<file path="src/rtl/adc_seq_pkg.sv">
package adc_seq_pkg;
  localparam int LEN_W     = 5;
  localparam int SHORT_SMP = 4;

  typedef enum logic [1:0] {PH_IDLE, PH_SAMPLE, PH_CONV} phase_e;
  typedef enum logic [1:0] {SRC_BUS = 2'd0, SRC_BUS_HALF = 2'd1,
                            SRC_ALT = 2'd2, SRC_ASYNC = 2'd3} src_e;

  function automatic logic [LEN_W-1:0] smp_len(input logic long_sel, input logic [1:0] code);
    logic [LEN_W-1:0] extra;
    case (code)
      2'd0:    extra = LEN_W'(20);
      2'd1:    extra = LEN_W'(12);
      2'd2:    extra = LEN_W'(6);
      default: extra = LEN_W'(2);
    endcase
    return long_sel ? LEN_W'(SHORT_SMP) + extra : LEN_W'(SHORT_SMP);
  endfunction

  function automatic logic [LEN_W-1:0] conv_len(input logic [1:0] mode, input logic hs);
    logic [LEN_W-1:0] bits;
    case (mode)
      2'd0:    bits = LEN_W'(8);
      2'd2:    bits = LEN_W'(10);
      default: bits = LEN_W'(12);  // reserved code runs as 12-bit
    endcase
    return bits + LEN_W'(2) + (hs ? LEN_W'(2) : LEN_W'(0));
  endfunction
endpackage

</file>
<file path="src/rtl/adc_seq_src_sel.sv">
module adc_seq_src_sel
  import adc_seq_pkg::*;
(
  input  logic       clk_i,
  input  logic       rst_ni,
  input  logic       run_i,
  input  logic       restart_i,
  input  logic [1:0] src_i,
  input  logic       alt_tick_i,
  input  logic       async_tick_i,
  output logic       tick_o
);
  logic half_q;
  logic raw_tick;

  always_ff @(posedge clk_i or negedge rst_ni) begin
    if (!rst_ni)        half_q <= 1'b0;
    else if (restart_i) half_q <= 1'b0;
    else if (run_i)     half_q <= ~half_q;
  end

  always_comb begin
    case (src_e'(src_i))
      SRC_BUS:      raw_tick = 1'b1;
      SRC_BUS_HALF: raw_tick = half_q;
      SRC_ALT:      raw_tick = alt_tick_i;
      default:      raw_tick = async_tick_i;
    endcase
  end

  assign tick_o = run_i & raw_tick;

  p_half_idle_r4: assert property (@(posedge clk_i) disable iff (!rst_ni)
    restart_i |=> !half_q);
endmodule

</file>
<file path="src/rtl/adc_seq_clk_div.sv">
module adc_seq_clk_div #(
  parameter int DIV_W = 2
) (
  input  logic             clk_i,
  input  logic             rst_ni,
  input  logic             restart_i,
  input  logic             src_tick_i,
  input  logic [DIV_W-1:0] div_i,
  output logic             tick_o
);
  localparam int CW = (1 << DIV_W) - 1;

  logic [CW-1:0] cnt_q;
  logic [CW-1:0] last_val;

  assign last_val = CW'((1 << div_i) - 1);
  assign tick_o   = src_tick_i && (cnt_q == last_val);

  always_ff @(posedge clk_i or negedge rst_ni) begin
    if (!rst_ni)         cnt_q <= '0;
    else if (restart_i)  cnt_q <= '0;
    else if (src_tick_i) cnt_q <= tick_o ? '0 : cnt_q + CW'(1);
  end

  p_div_range_r3: assert property (@(posedge clk_i) disable iff (!rst_ni)
    cnt_q <= last_val);
  p_div_restart_r3: assert property (@(posedge clk_i) disable iff (!rst_ni)
    restart_i |=> cnt_q == '0);
endmodule

</file>
<file path="src/rtl/adc_seq_phase_ctr.sv">
module adc_seq_phase_ctr
  import adc_seq_pkg::*;
(
  input  logic             clk_i,
  input  logic             rst_ni,
  input  logic             accept_i,
  input  logic             tick_i,
  input  logic [LEN_W-1:0] smp_len_i,
  input  logic [LEN_W-1:0] conv_len_i,
  output logic             sample_o,
  output logic             convert_o,
  output logic             done_o,
  output logic             busy_o
);
  phase_e           phase_q;
  logic [LEN_W-1:0] cyc_q;
  logic             done_q;

  always_ff @(posedge clk_i or negedge rst_ni) begin
    if (!rst_ni) begin
      phase_q <= PH_IDLE;
      cyc_q   <= '0;
      done_q  <= 1'b0;
    end else begin
      done_q <= 1'b0;
      unique case (phase_q)
        PH_IDLE: if (accept_i) begin
          phase_q <= PH_SAMPLE;
          cyc_q   <= '0;
        end
        PH_SAMPLE: if (tick_i) begin
          if (cyc_q == smp_len_i - LEN_W'(1)) begin
            phase_q <= PH_CONV;
            cyc_q   <= '0;
          end else cyc_q <= cyc_q + LEN_W'(1);
        end
        PH_CONV: if (tick_i) begin
          if (cyc_q == conv_len_i - LEN_W'(1)) begin
            phase_q <= PH_IDLE;
            cyc_q   <= '0;
            done_q  <= 1'b1;
          end else cyc_q <= cyc_q + LEN_W'(1);
        end
        default: phase_q <= PH_IDLE;
      endcase
    end
  end

  assign sample_o  = (phase_q == PH_SAMPLE);
  assign convert_o = (phase_q == PH_CONV);
  assign busy_o    = (phase_q != PH_IDLE);
  assign done_o    = done_q;

  p_first_phase_r2: assert property (@(posedge clk_i) disable iff (!rst_ni)
    $rose(busy_o) |-> sample_o);
  p_done_after_conv_r7: assert property (@(posedge clk_i) disable iff (!rst_ni)
    done_o |-> (!busy_o && $past(convert_o)));
  p_done_single_r7: assert property (@(posedge clk_i) disable iff (!rst_ni)
    done_o |=> !done_o);
  p_smp_bound_r5: assert property (@(posedge clk_i) disable iff (!rst_ni)
    sample_o |-> cyc_q < smp_len_i);
  p_conv_bound_r6: assert property (@(posedge clk_i) disable iff (!rst_ni)
    convert_o |-> cyc_q < conv_len_i);
  p_phase_excl_r10: assert property (@(posedge clk_i) disable iff (!rst_ni)
    $onehot0({sample_o, convert_o}));
endmodule

</file>
<file path="src/rtl/adc_conv_seq.sv">
module adc_conv_seq
  import adc_seq_pkg::*;
#(
  parameter int CH_W  = 5,
  parameter int DIV_W = 2
) (
  input  logic             clk_i,
  input  logic             rst_ni,
  input  logic             start_i,
  input  logic [CH_W-1:0]  chan_i,
  input  logic [1:0]       clk_src_i,
  input  logic [DIV_W-1:0] div_sel_i,
  input  logic             long_smp_i,
  input  logic [1:0]       long_len_i,
  input  logic             high_speed_i,
  input  logic [1:0]       res_mode_i,
  input  logic             alt_tick_i,
  input  logic             async_tick_i,
  output logic             conv_clk_en_o,
  output logic             sample_o,
  output logic             convert_o,
  output logic             done_o,
  output logic             busy_o
);
  logic             accept;
  logic             src_tick;
  logic             adck_tick;
  logic [1:0]       src_q;
  logic [DIV_W-1:0] div_q;
  logic [LEN_W-1:0] smp_q;
  logic [LEN_W-1:0] conv_q;

  assign accept = start_i && !busy_o && (chan_i != '1);

  // configuration frozen for the whole run
  always_ff @(posedge clk_i or negedge rst_ni) begin
    if (!rst_ni) begin
      src_q  <= '0;
      div_q  <= '0;
      smp_q  <= LEN_W'(SHORT_SMP);
      conv_q <= LEN_W'(10);
    end else if (accept) begin
      src_q  <= clk_src_i;
      div_q  <= div_sel_i;
      smp_q  <= smp_len(long_smp_i, long_len_i);
      conv_q <= conv_len(res_mode_i, high_speed_i);
    end
  end

  adc_seq_src_sel u_src (
    .clk_i        (clk_i),
    .rst_ni       (rst_ni),
    .run_i        (busy_o),
    .restart_i    (accept),
    .src_i        (src_q),
    .alt_tick_i   (alt_tick_i),
    .async_tick_i (async_tick_i),
    .tick_o       (src_tick)
  );

  adc_seq_clk_div #(.DIV_W(DIV_W)) u_div (
    .clk_i      (clk_i),
    .rst_ni     (rst_ni),
    .restart_i  (accept),
    .src_tick_i (src_tick),
    .div_i      (div_q),
    .tick_o     (adck_tick)
  );

  adc_seq_phase_ctr u_phase (
    .clk_i      (clk_i),
    .rst_ni     (rst_ni),
    .accept_i   (accept),
    .tick_i     (adck_tick),
    .smp_len_i  (smp_q),
    .conv_len_i (conv_q),
    .sample_o   (sample_o),
    .convert_o  (convert_o),
    .done_o     (done_o),
    .busy_o     (busy_o)
  );

  assign conv_clk_en_o = adck_tick;

  p_off_ignored_r9: assert property (@(posedge clk_i) disable iff (!rst_ni)
    (start_i && chan_i == '1 && !busy_o) |=> !busy_o);
  p_tick_in_busy_r10: assert property (@(posedge clk_i) disable iff (!rst_ni)
    conv_clk_en_o |-> busy_o);
  p_cfg_frozen_r8: assert property (@(posedge clk_i) disable iff (!rst_ni)
    (busy_o && $past(busy_o)) |-> ($stable(smp_q) && $stable(conv_q) && $stable(div_q) && $stable(src_q)));
  p_start_busy_r2: assert property (@(posedge clk_i) disable iff (!rst_ni)
    (start_i && chan_i != '1 && !busy_o) |=> busy_o);
endmodule

</file>
<file path="config.mk">
export PLATFORM = sky130hd
export DESIGN_NAME = adc_conv_seq
export DESIGN_NICKNAME = d
export VERILOG_FILES = /design/src/rtl/adc_seq_pkg.sv /design/src/rtl/adc_seq_src_sel.sv /design/src/rtl/adc_seq_clk_div.sv /design/src/rtl/adc_seq_phase_ctr.sv /design/src/rtl/adc_conv_seq.sv
export SDC_FILE = /design/constraint.sdc
export NUM_CORES = 1
export LEC_CHECK = 0
export CORE_AREA = 4 4 57 59
export CTS_CLUSTER_DIAMETER = 150
export DETAILED_ROUTE_END_ITERATION = 16
export DIE_AREA = 0 0 61 63
export GPL_ROUTABILITY_DRIVEN = 1
export PLACE_DENSITY = 0.83
export SYNTH_ARGS = -nofsm -noshare
export SYNTH_HDL_FRONTEND = slang
export SYNTH_SLANG_ARGS = --single-unit
</file>
<file path="constraint.sdc">
create_clock -name clk_i -period 5.7 [get_ports clk_i]
set_clock_uncertainty 0.1 [all_clocks]
set_input_delay 0.855 -clock clk_i [delete_from_list [all_inputs] [get_ports clk_i]]
set_output_delay 0.855 -clock clk_i [all_outputs]
set_load 0.01 [all_outputs]
</file>
======== Word-level counts from Yosys, hierarchy flattened ========
Cells that the tools add are included.
word-level totals
  bits in registers ....................... 26
  input port bits ......................... 20
  output and inout bits ................... 5
  word-level logic and storage cells ...... 77
operators by class
  $add $sub $neg .......................... 8
  eq/ne operators ......................... 16
  shift-type cells ........................ 1
  multiplexer cells ....................... 27
  bitwise gates (word level) .............. 2
  reductions and logical operators ........ 14
operators by type and width
  operator                                                             number
  5-bit 2-to-1 mux                                                     8
  5-bit case mux with 3 select lines                                   2
  2-bit 2-to-1 mux                                                     6
  5-bit == test                                                        2
  5-bit by 1-bit subtractor with 5-bit output (second input constant)  2
  3-bit 2-to-1 mux                                                     3
  2-bit == test (second input constant)                                4
  2-bit logical NOT                                                    4
  2-bit by 1-bit != test with 1-bit output (second input constant)     4
  2-bit by 1-bit == test with 1-bit output (second input constant)     3
  2-bit case mux with 3 select lines                                   1
  3-bit case mux with 2 select lines                                   1
  2-bit nonzero test                                                   3
  3-bit by 5-bit adder with 5-bit output (first input constant)        1
  5-bit by 1-bit adder with 5-bit output (second input constant)       1
  5-bit by 2-bit adder with 5-bit output                               1
  5-bit by 2-bit adder with 5-bit output (second input constant)       1
  1-bit 2-to-1 mux                                                     5
  5-bit != test (second input constant)                                1
  5-bit AND reduction                                                  1
  4-bit AND reduction                                                  1
  3-bit by 1-bit adder with 3-bit output (second input constant)       1
  3-bit == test                                                        1
  1-bit logical AND                                                    3
  8 further kinds                                                      8

======== Longest topological paths before layout ========
Gate-level depths: netlist (run 1).
  depth in word-level cells ............... 7
  depth in mapped cells ................... 7

======== By module ========
Synthesis (run 1) repeated with hierarchy kept, for this count alone.
unflattened totals
  cells, all modules ...................... 163
  area, all modules ....................... 1711.6 µm²
by module, submodules not included
  module             instances  cells an instance  area an instance (µm²)
  adc_seq_phase_ctr  1          88                 805.8
  adc_conv_seq       1          44                 601.8
  adc_seq_clk_div    1          24                 227.7
  adc_seq_src_sel    1          7                  76.3

======== Least setup slack after synthesis (run 1) ========
OpenSTA, ideal clock, no wires.
  kind .................................... input-to-output
  from .................................... in async_tick_i
  to ...................................... out conv_clk_en_o
  arrival ................................. 1.496 ns
  setup slack ............................. 3.249 ns
  cell stages on the path ................. 4
  path buffers ............................ 0
  cells stage by stage .................... mux2i_1 > a211oi_2 > o21ai_2 > inv_1
between the ends
  word-level cells in the longest chain between the ends .. 3
RTL lines
  what                                line                   text
  start, declared                     adc_conv_seq.sv:18     input logic async_tick_i,
  1-bit case mux with 3 select lines  adc_seq_src_sel.sv:23  case (src_e'(src_i))
  1-bit bitwise AND                   adc_seq_src_sel.sv:31  assign tick_o = run_i & raw_tick;
  1-bit logical AND                   adc_seq_clk_div.sv:17  assign tick_o = src_tick_i && (cnt_q == last_val);
  end, declared                       adc_conv_seq.sv:19     output logic conv_clk_en_o,
Every way passes these cells.

======== Worst setup path in the final report (run 1) ========
Same ends and word-level chain as after synthesis.

==> qor.yml, run 1 <==
run_status:
  status: "complete, no violations"
global_route:
  grt_use_met3_pct: 4.545
  use_met2_pct: 29.14
  grt_pass1_wl_mm: 5.506
  grt_max_degree: 25
  gr-total-overflow: 0
  grt_busiest_layer: "met2"
  antenna_found_initial: 0
  met1_usage_pct: 25.10
  grt_pass1_vias: 1203
  grtUsageTotal_pct: 18.88
layout:
  syn_to_final_growth_pct: 20.05
  diodes: 0
  final_cells: 217
  drive_gt1_share_pct: 9.677
  nets: 217
  fillCellCount: 234
cts:
  hold_buffers: 0
  cts_tree: "built"
  clk_pin_slew_worst_paths_ns: 0.14
  cts-resized-gates: 0
  clockRootBuffer: "clkbuf_4"
  clockBufferDepth: 2
  clock_latency_ns: 0.32
  clock_sinks: 24
  post-cts-setup-buffers: 0
  numCtsBuffers: 3
  htreeDepth: 1
synthesis:
  synth_top_cell_area_share_pct: 34.37
  yosysWarnings: 0
  synth_nets: 194
  synth_cells: 164
  yosysMostFrequentCell: "nand2_1"
  postSynthRegisterBits: 24
  synth-async-reset-ratio_pct: 100.0
  synth_enable_flop_cells: 0
  ys_seq_area_share_pct: 39.53
  synth_cell_types: 43
  syn-cell-area_mm2: 0.001529
  yosysTopAreaCell: "dfrtp_1"
  ys.flop_type: "dfrtp_1"
  synthTopCellsByArea: "dfrtp_1 34%, ha_1 8.2%, nand2_1 5.6%"
  synth_area_per_cell_um2: 9.323
  synth_common_cells: "23 x nand2_1, 21 x dfrtp_1, 13 x inv_1"
timing:
  slew_headroom_pct: 28.17
  hold_ws_ns: 0.4300
  min_period_ns: 3.523
  rsz0062_at_grt: "false"
  hold_viol: 0
  fin_ws_ns: 2.177
  worst_pin_slew_ns: 1.074
  fmax_ghz: 0.2838
  setup_viol: 0
  fin_tns_setup_ns: 0
  finalCritPeriodShare_pct: 61.81
  finalMaxSlewViolations: 0
floorplan:
  fp.dieH_um: 63
  core_mm2: 0.002710
  start_util_pct: 56.42
  fp.dieW_um: 61
  row_count: 19
  pin_count: 25
  dieArea_mm2: 0.003843
pwr:
  p_leak_uw: 0.0007956
  power_per_cell_area_mw_per_mm2: 548.1
  ir_drop_mv: 0.3501
  power_uw: 1006
detailed_routing:
  firstDrtPassIters: 4
  vias_per_cell: 5.954
  drc: 0
  drtIter0Drc: 56
  routed_wl_mm: 3.350
  ant_nets: 0
  vias: 1292
  wl_per_cell_um: 15.44
critical_path:
  critPathKind: "input pin to output pin"
  arrival_ns: 2.57
  crit_top_cell: "clkdlybuf4s50_1"
  worstPathRequired_ns: 4.74
  crit_chain: "clkdlybuf4s50_1 > mux2i_1 > a211oi_2 > o21ai_2 > inv_1 > clkdlybuf4s50_1"
  max_stage_delay_ns: 0.53
  critPathLaunchType: "input pin"
  crit_slowest_cell: "clkdlybuf4s50_1"
  end_kind: "output pin"
  crit_fanout: 5
placement:
  placedCellCount: 213
  dp_slack_ns: 2.182
  place_hpwl_mm: 2.561
  io_buffers: 24
  gp_congestion: 0.7916
job:
  cap_viol_max_count: 0
hold_path:
  hp-class: "flip-flop to flip-flop"
==> layout by cell type (no fill, tap or decap), types with 6 or more instances in the layout <==
cell type / netlist / routed
clkdlybuf4s50_1: 0 / 24
inv_1: 13 / 13
nand2_1: 23 / 23
nand3_1: 12 / 12
o21ai_0: 8 / 8
xnor2_1: 6 / 6
dfrtp_1: 21 / 21
ha_1: 10 / 10
nor2_1: 7 / 7
==> worst max-delay path: cells and delay by family <==
family / cells / cell delay (ns)
mux: 1 / 0.10
buf+inv: 3 / 1.08
compound gates: 2 / 0.53
==> per-layer routing <==
layer	vias to the layer above	wire length [um]
met5	-	0
met4	0	28
met3	4	242
met2	48	1642
met1	607	1437
li1	633	-
==> final timing paths <==
| check | from | endpoint | slack, ns | cells after the start |
|---|---|---|---|---|
| max in group asynchronous | rst_ni | conv_q[4]$_DFFE_PN0P_ | 3.86 | 1 |
| worst min register to register | conv_q[1]$_DFFE_PN1P_ | conv_q[1]$_DFFE_PN1P_ | 0.43 | 2 |
| min in group asynchronous | rst_ni | u_phase.phase_q[0]$_DFFE_PN0P_ | 1.00 | 1 |
| worst max register to register | u_phase.phase_q[1]$_DFFE_PN0P_ | u_phase.cyc_q[2]$_DFFE_PN0P_ | 3.22 | 6 |
| worst max-delay path | async_tick_i | conv_clk_en_o | 2.18 | 6 |
| worst min-delay path | conv_q[1]$_DFFE_PN1P_ | conv_q[1]$_DFFE_PN1P_ | 0.43 | 2 |
==> cell families (layout without fill, tap and decap cells) <==
kind of cell | count (synthesis) | in the layout | share of synthesized area, %
and+or+nand+nor | 61 | 61 | 19.15
AOI/OAI and AO/OA | 36 | 36 | 19.15
DFF | 24 | 24 | 39.53
buffers and inverters | 19 | 41 | 4.828
xor gates and xnor gates | 12 | 12 | 7.774
adders and majority gates | 10 | 10 | 8.183
muxes | 2 | 2 | 1.391
==> power by group <==
group | switching [uW] | total [uW] | leakage, uW | internal (uW)
clock network | 53.8 | 125 | 0.0000279 | 71.1
registers | 91.9 | 343 | 0.000302 | 252
logic | 286 | 538 | 0.000466 | 251
total | 432 | 1010 | 0.000796 | 574
==> state kept, by name, summed over array words and instances, names as in the netlist <==
signal / flops
u_phase.phase_q: 2
smp_q: 4
u_phase.done_o: 1
u_phase.cyc_q: 5
div_q: 2
conv_q: 4
u_div.cnt_q: 3
src_q: 2
u_src.half_q: 1
==> through the flow <==
step	cell area [um2]	util [%]
after detailed placement	1783	65.79
after floorplan	1529	-
final	1836	67.73
after global placement	1783	65.79
after global routing	1836	67.73
after CTS	1836	67.73
==> layout make-up <==
cell class / count / area (um2) / area share, %
Clock buffer: 3 / 22.52 / 1.227
Clock inverter: 1 / 30.03 / 1.636
Inverter: 13 / 48.80 / 2.658
Multi-Input combinational cell: 121 / 850.8 / 46.35
Sequential cell: 24 / 604.3 / 32.92
Tap cell: 31 / 38.79 / 2.113
Timing Repair Buffer: 24 / 240.2 / 13.09
No activity file was read; power rests on OpenSTA's default activity.
==> run 2: changes to the inputs <==
- CORE_AREA: 4 4 57 59 -> 4 4 59 61
- DIE_AREA: 0 0 61 63 -> 0 0 63 65
- PLACE_DENSITY: 0.83 -> 0.77
- clock period: 5.7 -> 3.5 ns (I/O delays scaled with it)
==> qor.yml, run 2 (synthesis results as in run 1) <==
timing:
  finalCritPeriodShare_pct: 81.97
  hold_ws_ns: 0.4243  # -0.005696 ns
  min_period_ns: 2.869
  worst_pin_slew_ns: 1.024  # -0.05030 ns
  setup_viol: 0  # unchanged
  finalMaxSlewViolations: 0  # unchanged
  rsz0062_at_grt: "false"
  slew_headroom_pct: 31.53  # +3.4 points
  fmax_ghz: 0.3486
  fin_tns_setup_ns: 0  # unchanged
  hold_viol: 0  # unchanged
layout:
  syn_to_final_growth_pct: 19.48
  diodes: 0  # unchanged
  regArea_um2: 604.3  # unchanged
  finish.utilization_pct: 61.34  # -6.4 points
  top_register: "u_phase.cyc_q"
  top_regs: "u_phase.cyc_q (5), conv_q (4), smp_q (4)"
  layout_common_cells: "24 x clkdlybuf4s50_1, 23 x nand2_1, 21 x dfrtp_1, 13 x inv_1, 12 x nand3_1"
  drive_gt1_share_pct: 10.11  # +0.43 points
  nets: 219  # +0.92%
  final_common_cell: "clkdlybuf4s50_1"
  multi_input_area_um2: 850.8  # unchanged
  fillCellCount: 257  # +9.8%
  largest_reg_flops: 5  # unchanged
critical_path:
  max_stage_delay_ns: 0.53  # about the same
  end_kind: "output pin"
  crit_slowest_cell: "clkdlybuf4s50_1"
  arrival_ns: 2.24  # -0.33 ns
  critPathKind: "flip-flop to output pin"
  worstPathRequired_ns: 2.87  # -1.87 ns
  crit_fanout: 5  # unchanged
  critPathLaunchType: "flip-flop"
  crit_chain: "or2_4 > a2111oi_4 > o21ai_2 > inv_1 > clkdlybuf4s50_1"
cts:
  clk_pin_slew_worst_paths_ns: 0.13  # about the same
  numCtsBuffers: 3  # unchanged
  hold_buffers: 0  # unchanged
  clockBufferDepth: 2  # unchanged
  clock_sinks: 24  # unchanged
  clock_latency_ns: 0.32  # about the same
  cts-resized-gates: 0  # unchanged
  clockRootBuffer: "clkbuf_4"
  cts_tree: "built"
  htreeDepth: 1  # unchanged
  post-cts-setup-buffers: 0  # unchanged
pwr:
  p_int_uw: 871.7  # +52%
  p_sw_share_pct: 44.28  # +1.4 points
  p_leak_uw: 0.0007919  # -0.46%
  clock_power_share_pct: 8.3  # -4.1 points
  power_per_cell_area_mw_per_mm2: 856.4  # +56%
  p_sw_uw: 692.7  # +60%
  seqPwrFrac_pct: 35.5  # +1.4 points
  p_comb_share_pct: 56.2  # +2.8 points
  ir_drop_mv: 0.3803  # +8.6%
detailed_routing:
  vias_per_cell: 5.787  # -2.8%
  routed_wl_mm: 3.117  # -7.0%
  drc: 0  # unchanged
  ant_nets: 0  # unchanged
  vias: 1279  # -1.0%
  drtIter0Drc: 50  # -11%
  wl_per_cell_um: 14.10  # -8.6%
  firstDrtPassIters: 4  # unchanged
placement:
  gp_congestion: 0.7855  # -0.77%
  place_hpwl_mm: 2.463  # -3.8%
  io_buffers: 24  # unchanged
global_route:
  grt_pass1_vias: 1250  # +3.9%
  antenna_found_initial: 0  # unchanged
  gr-total-overflow: 0  # unchanged
  grt_max_degree: 24  # -4.0%
  grtUsageTotal_pct: 16.82  # -2.1 points
  grt_pass1_wl_mm: 5.416  # -1.6%
floorplan:
  start_util_pct: 51.34  # -5.1 points
  pin_count: 25  # unchanged
  fp.dieH_um: 65  # +3.2%
  core_mm2: 0.002978  # +9.9%
  dieArea_mm2: 0.004095  # +6.6%
  row_count: 20  # +1
  fp.dieW_um: 63  # +3.3%
run_status:
  status: "complete, no violations"
hold_path:
  hp-class: "flip-flop to flip-flop"
job:
  cap_viol_max_count: 0  # unchanged
## run 2: cell count changes in the layout (fill, tap and decap cells not counted)
cell	previous run	this run
clkbuf_1	0	1
bufinv_16	1	0
buf_4	0	2
## run 2: cell type report
type / instances / share of cell area, %
well taps: 33 / 2.260
clock buffers: 4 / 1.438
inverters: 13 / 2.671
flip-flops and latches: 24 / 33.08
multi-input cells: 121 / 46.58
repair buffers: 26 / 13.97
## run 2: final timing paths
check                           cells after the start                  start                              to  slack [ns]
worst min register to register                      2  conv_q[1]$_DFFE_PN1P_           conv_q[1]$_DFFE_PN1P_        0.42
worst max-delay path                                5   div_q[0]$_DFFE_PN0P_                   conv_clk_en_o        0.63
min in group asynchronous                           1                 rst_ni        u_phase.done_o$_DFF_PN0_        0.65
max in group asynchronous                           2                 rst_ni           conv_q[1]$_DFFE_PN1P_        1.94
worst min-delay path                                2  conv_q[1]$_DFFE_PN1P_           conv_q[1]$_DFFE_PN1P_        0.42
worst max register to register                      7  conv_q[1]$_DFFE_PN1P_  u_phase.phase_q[0]$_DFFE_PN0P_        1.06
## run 2: through the flow
stage                     setup slack (ns)  instance area [um2]  instances  power [uW]
after CTS                           0.6108                 1827        221        1573
after global routing                0.4846                 1827        221        1697
after global placement              0.6682                 1800        217        1384
after floorplan                      1.214                 1529        164        1200
after detailed placement            0.6610                 1800        217        1442
final                               0.6312                 1827        221        1564
## run 2: power by group through the flow
| stage | sequential, uW | combinational (uW) | clock (uW) |
|---|---|---|---|
| finish | 556 | 879 | 130 |
| floorplan | 504 | 696 | 0 |
| CTS | 555 | 883 | 136 |
| global route | 572 | 978 | 147 |
| detailed placement | 562 | 880 | 0 |
| global placement | 549 | 834 | 0 |
## run 2: critical path, delay by kind of cell (launching register included)
kind | cells | cell delay (ns)
buffers and inverters | 2 | 0.62
AO/OA/AOI/OAI | 2 | 0.59
flip-flops | 1 | 0.44
AND/OR/NAND/NOR | 1 | 0.27
## run 2: layer usage
| metal | vias up | track usage [%] | wire (um) |
|---|---|---|---|
| met1 | 596 | 19.65 | 1346 |
| li1 | 632 | - | - |
| met2 | 46 | 29.91 | 1500 |
| met3 | 5 | 3.640 | 222 |
| met4 | 0 | 6.612 | 48 |
| met5 | - | 0 | 0 |
==> run 3: changes to the inputs <==
- clock period: 3.5 -> 2.9 ns (I/O delays scaled with it)
==> qor.yml, run 3 (synthesis results as in run 1) <==
global_route:
  grtUsageTotal_pct: 16.87  # +0.050 points
  grt_pass1_vias: 1294  # +3.5%
  antenna_found_initial: 0  # unchanged
  gr-total-overflow: 0  # unchanged
  grt_pass1_wl_mm: 5.547  # +2.4%
  grt_max_degree: 25  # +4.2%
timing:
  setup_viol: 0  # unchanged
  hold_viol: 0  # unchanged
  finalCritPeriodShare_pct: 95.14
  fin_tns_setup_ns: 0  # unchanged
  hold_ws_ns: 0.3582  # -0.06617 ns
  fmax_ghz: 0.3624
  finalMaxSlewViolations: 0  # unchanged
  worst_pin_slew_ns: 0.9474  # -0.07646 ns
  min_period_ns: 2.759
  slew_headroom_pct: 36.61  # +5.1 points
detailed_routing:
  drtIter0Drc: 52  # +4.0%
  wl_per_cell_um: 14.39  # +2.0%
  drc: 0  # unchanged
  firstDrtPassIters: 5  # +1
  vias_per_cell: 5.761  # -0.45%
  met3_length_um: 172  # -23%
  ant_nets: 0  # unchanged
  routed_wl_mm: 3.194  # +2.5%
  wl_met2_mm: 1.607  # +7.1%
  vias: 1279  # unchanged
  top_layer: "met4"
  met1_length_mm: 1.393  # +3.5%
pwr:
  ir_drop_mv: 0.6084  # +60%
  p_leak_uw: 0.0008037  # +1.5%
  power_per_cell_area_mw_per_mm2: 1050  # +23%
layout:
  final_common_cell: "clkdlybuf4s50_1"
  nets: 220  # +0.46%
  syn_to_final_growth_pct: 21.11
  finish.utilization_pct: 62.18  # +0.84 points
  drive_gt1_share_pct: 11.11  # +1.0 points
  diodes: 0  # unchanged
  largest_reg_flops: 5  # unchanged
  layout_common_cells: "24 x clkdlybuf4s50_1, 23 x nand2_1, 21 x dfrtp_1, 13 x inv_1, 12 x nand3_1"
  top_regs: "u_phase.cyc_q (5), conv_q (4), smp_q (4)"
  top_register: "u_phase.cyc_q"
critical_path:
  crit_fanout: 6  # +1
  critPathLaunchType: "flip-flop"
  crit_slowest_cell: "clkdlybuf4s50_1"
  critPathKind: "flip-flop to output pin"
  crit_chain: "or2_4 > a2111oi_4 > o21ai_2 > inv_1 > clkdlybuf4s50_1"
  worstPathRequired_ns: 2.37  # -0.50 ns
  end_kind: "output pin"
  crit_family: "buffers and inverters"
  arrival_ns: 2.22  # -0.02 ns
  max_stage_delay_ns: 0.53  # about the same
  crit_buf_inv: 2  # unchanged
cts:
  clock_latency_ns: 0.31  # about the same
  htreeDepth: 1  # unchanged
  clockBufferDepth: 2  # unchanged
  clock_sinks: 24  # unchanged
  cts_tree: "built"
  clockRootBuffer: "clkbuf_4"
  clk_pin_slew_worst_paths_ns: 0.14  # about the same
  numCtsBuffers: 3  # unchanged
placement:
  gp_congestion: 0.7781  # -0.94%
  place_hpwl_mm: 2.513  # +2.1%
  io_buffers: 24  # unchanged
floorplan:
  fp.dieW_um: 63  # unchanged
  fp.dieH_um: 65  # unchanged
  core_mm2: 0.002978  # unchanged
  start_util_pct: 51.34  # unchanged
  dieArea_mm2: 0.004095  # unchanged
  pin_count: 25  # unchanged
  row_count: 20  # unchanged
job:
  cap_viol_max_count: 0  # unchanged
run_status:
  status: "complete, no violations"
hold_path:
  hp-class: "input pin to asynchronous set/reset pin"
[run 3: layout make-up]
type / instances / area (um2)
multi-input combinational: 121 / 858.3
inverter: 13 / 48.80
clock buffer: 4 / 36.28
fill: 254 / 1126
timing repair buffer: 27 / 262.8
sequential: 24 / 604.3
tap: 33 / 41.29
[run 3: metrics by stage]
| stage | total power [uW] | worst slack, ns | cells | area [um2] |
|---|---|---|---|---|
| floorplan | 1448 | 0.6140 | 164 | 1529 |
| global placement | 1669 | 0.2465 | 217 | 1800 |
| detailed placement | 1736 | 0.2184 | 217 | 1800 |
| CTS | 1922 | 0.09952 | 221 | 1837 |
| global route | 2121 | -0.02468 | 222 | 1852 |
| finish | 1945 | 0.1408 | 222 | 1852 |
[run 3: power by group]
group,internal [uW],switching [uW],total (uW)
clock,76.5,101,178
combinational,522,570,1090
sequential,495,179,674
[run 3: timing repair]
action,CTS,global route
hold buffers,0,0
hold endpoints to repair,0,0
gates resized for setup,0,1
buffers inserted,0,1
setup endpoints to repair,0,1
[run 3: final timing paths]
kind	cells after the start	start	endpoint	slack (ns)
max in group asynchronous	2	rst_ni	conv_q[3]$_DFFE_PN1P_	2.05
worst max register to register	7	conv_q[1]$_DFFE_PN1P_	u_phase.phase_q[0]$_DFFE_PN0P_	0.46
min in group clk_i	2	conv_q[4]$_DFFE_PN0P_	conv_q[4]$_DFFE_PN0P_	0.42
worst min register to register	2	conv_q[4]$_DFFE_PN0P_	conv_q[4]$_DFFE_PN0P_	0.42
worst min-delay path	2	rst_ni	u_phase.cyc_q[2]$_DFFE_PN0P_	0.36
worst max-delay path	5	u_div.cnt_q[0]$_DFFE_PN0P_	conv_clk_en_o	0.14
[run 3: layer usage]
metal  GRT usage [%]  up-vias
li1                -      628
met1           20.68      614
met2           30.83       35
met3           3.466        2
met4           2.755        0
met5               0        -
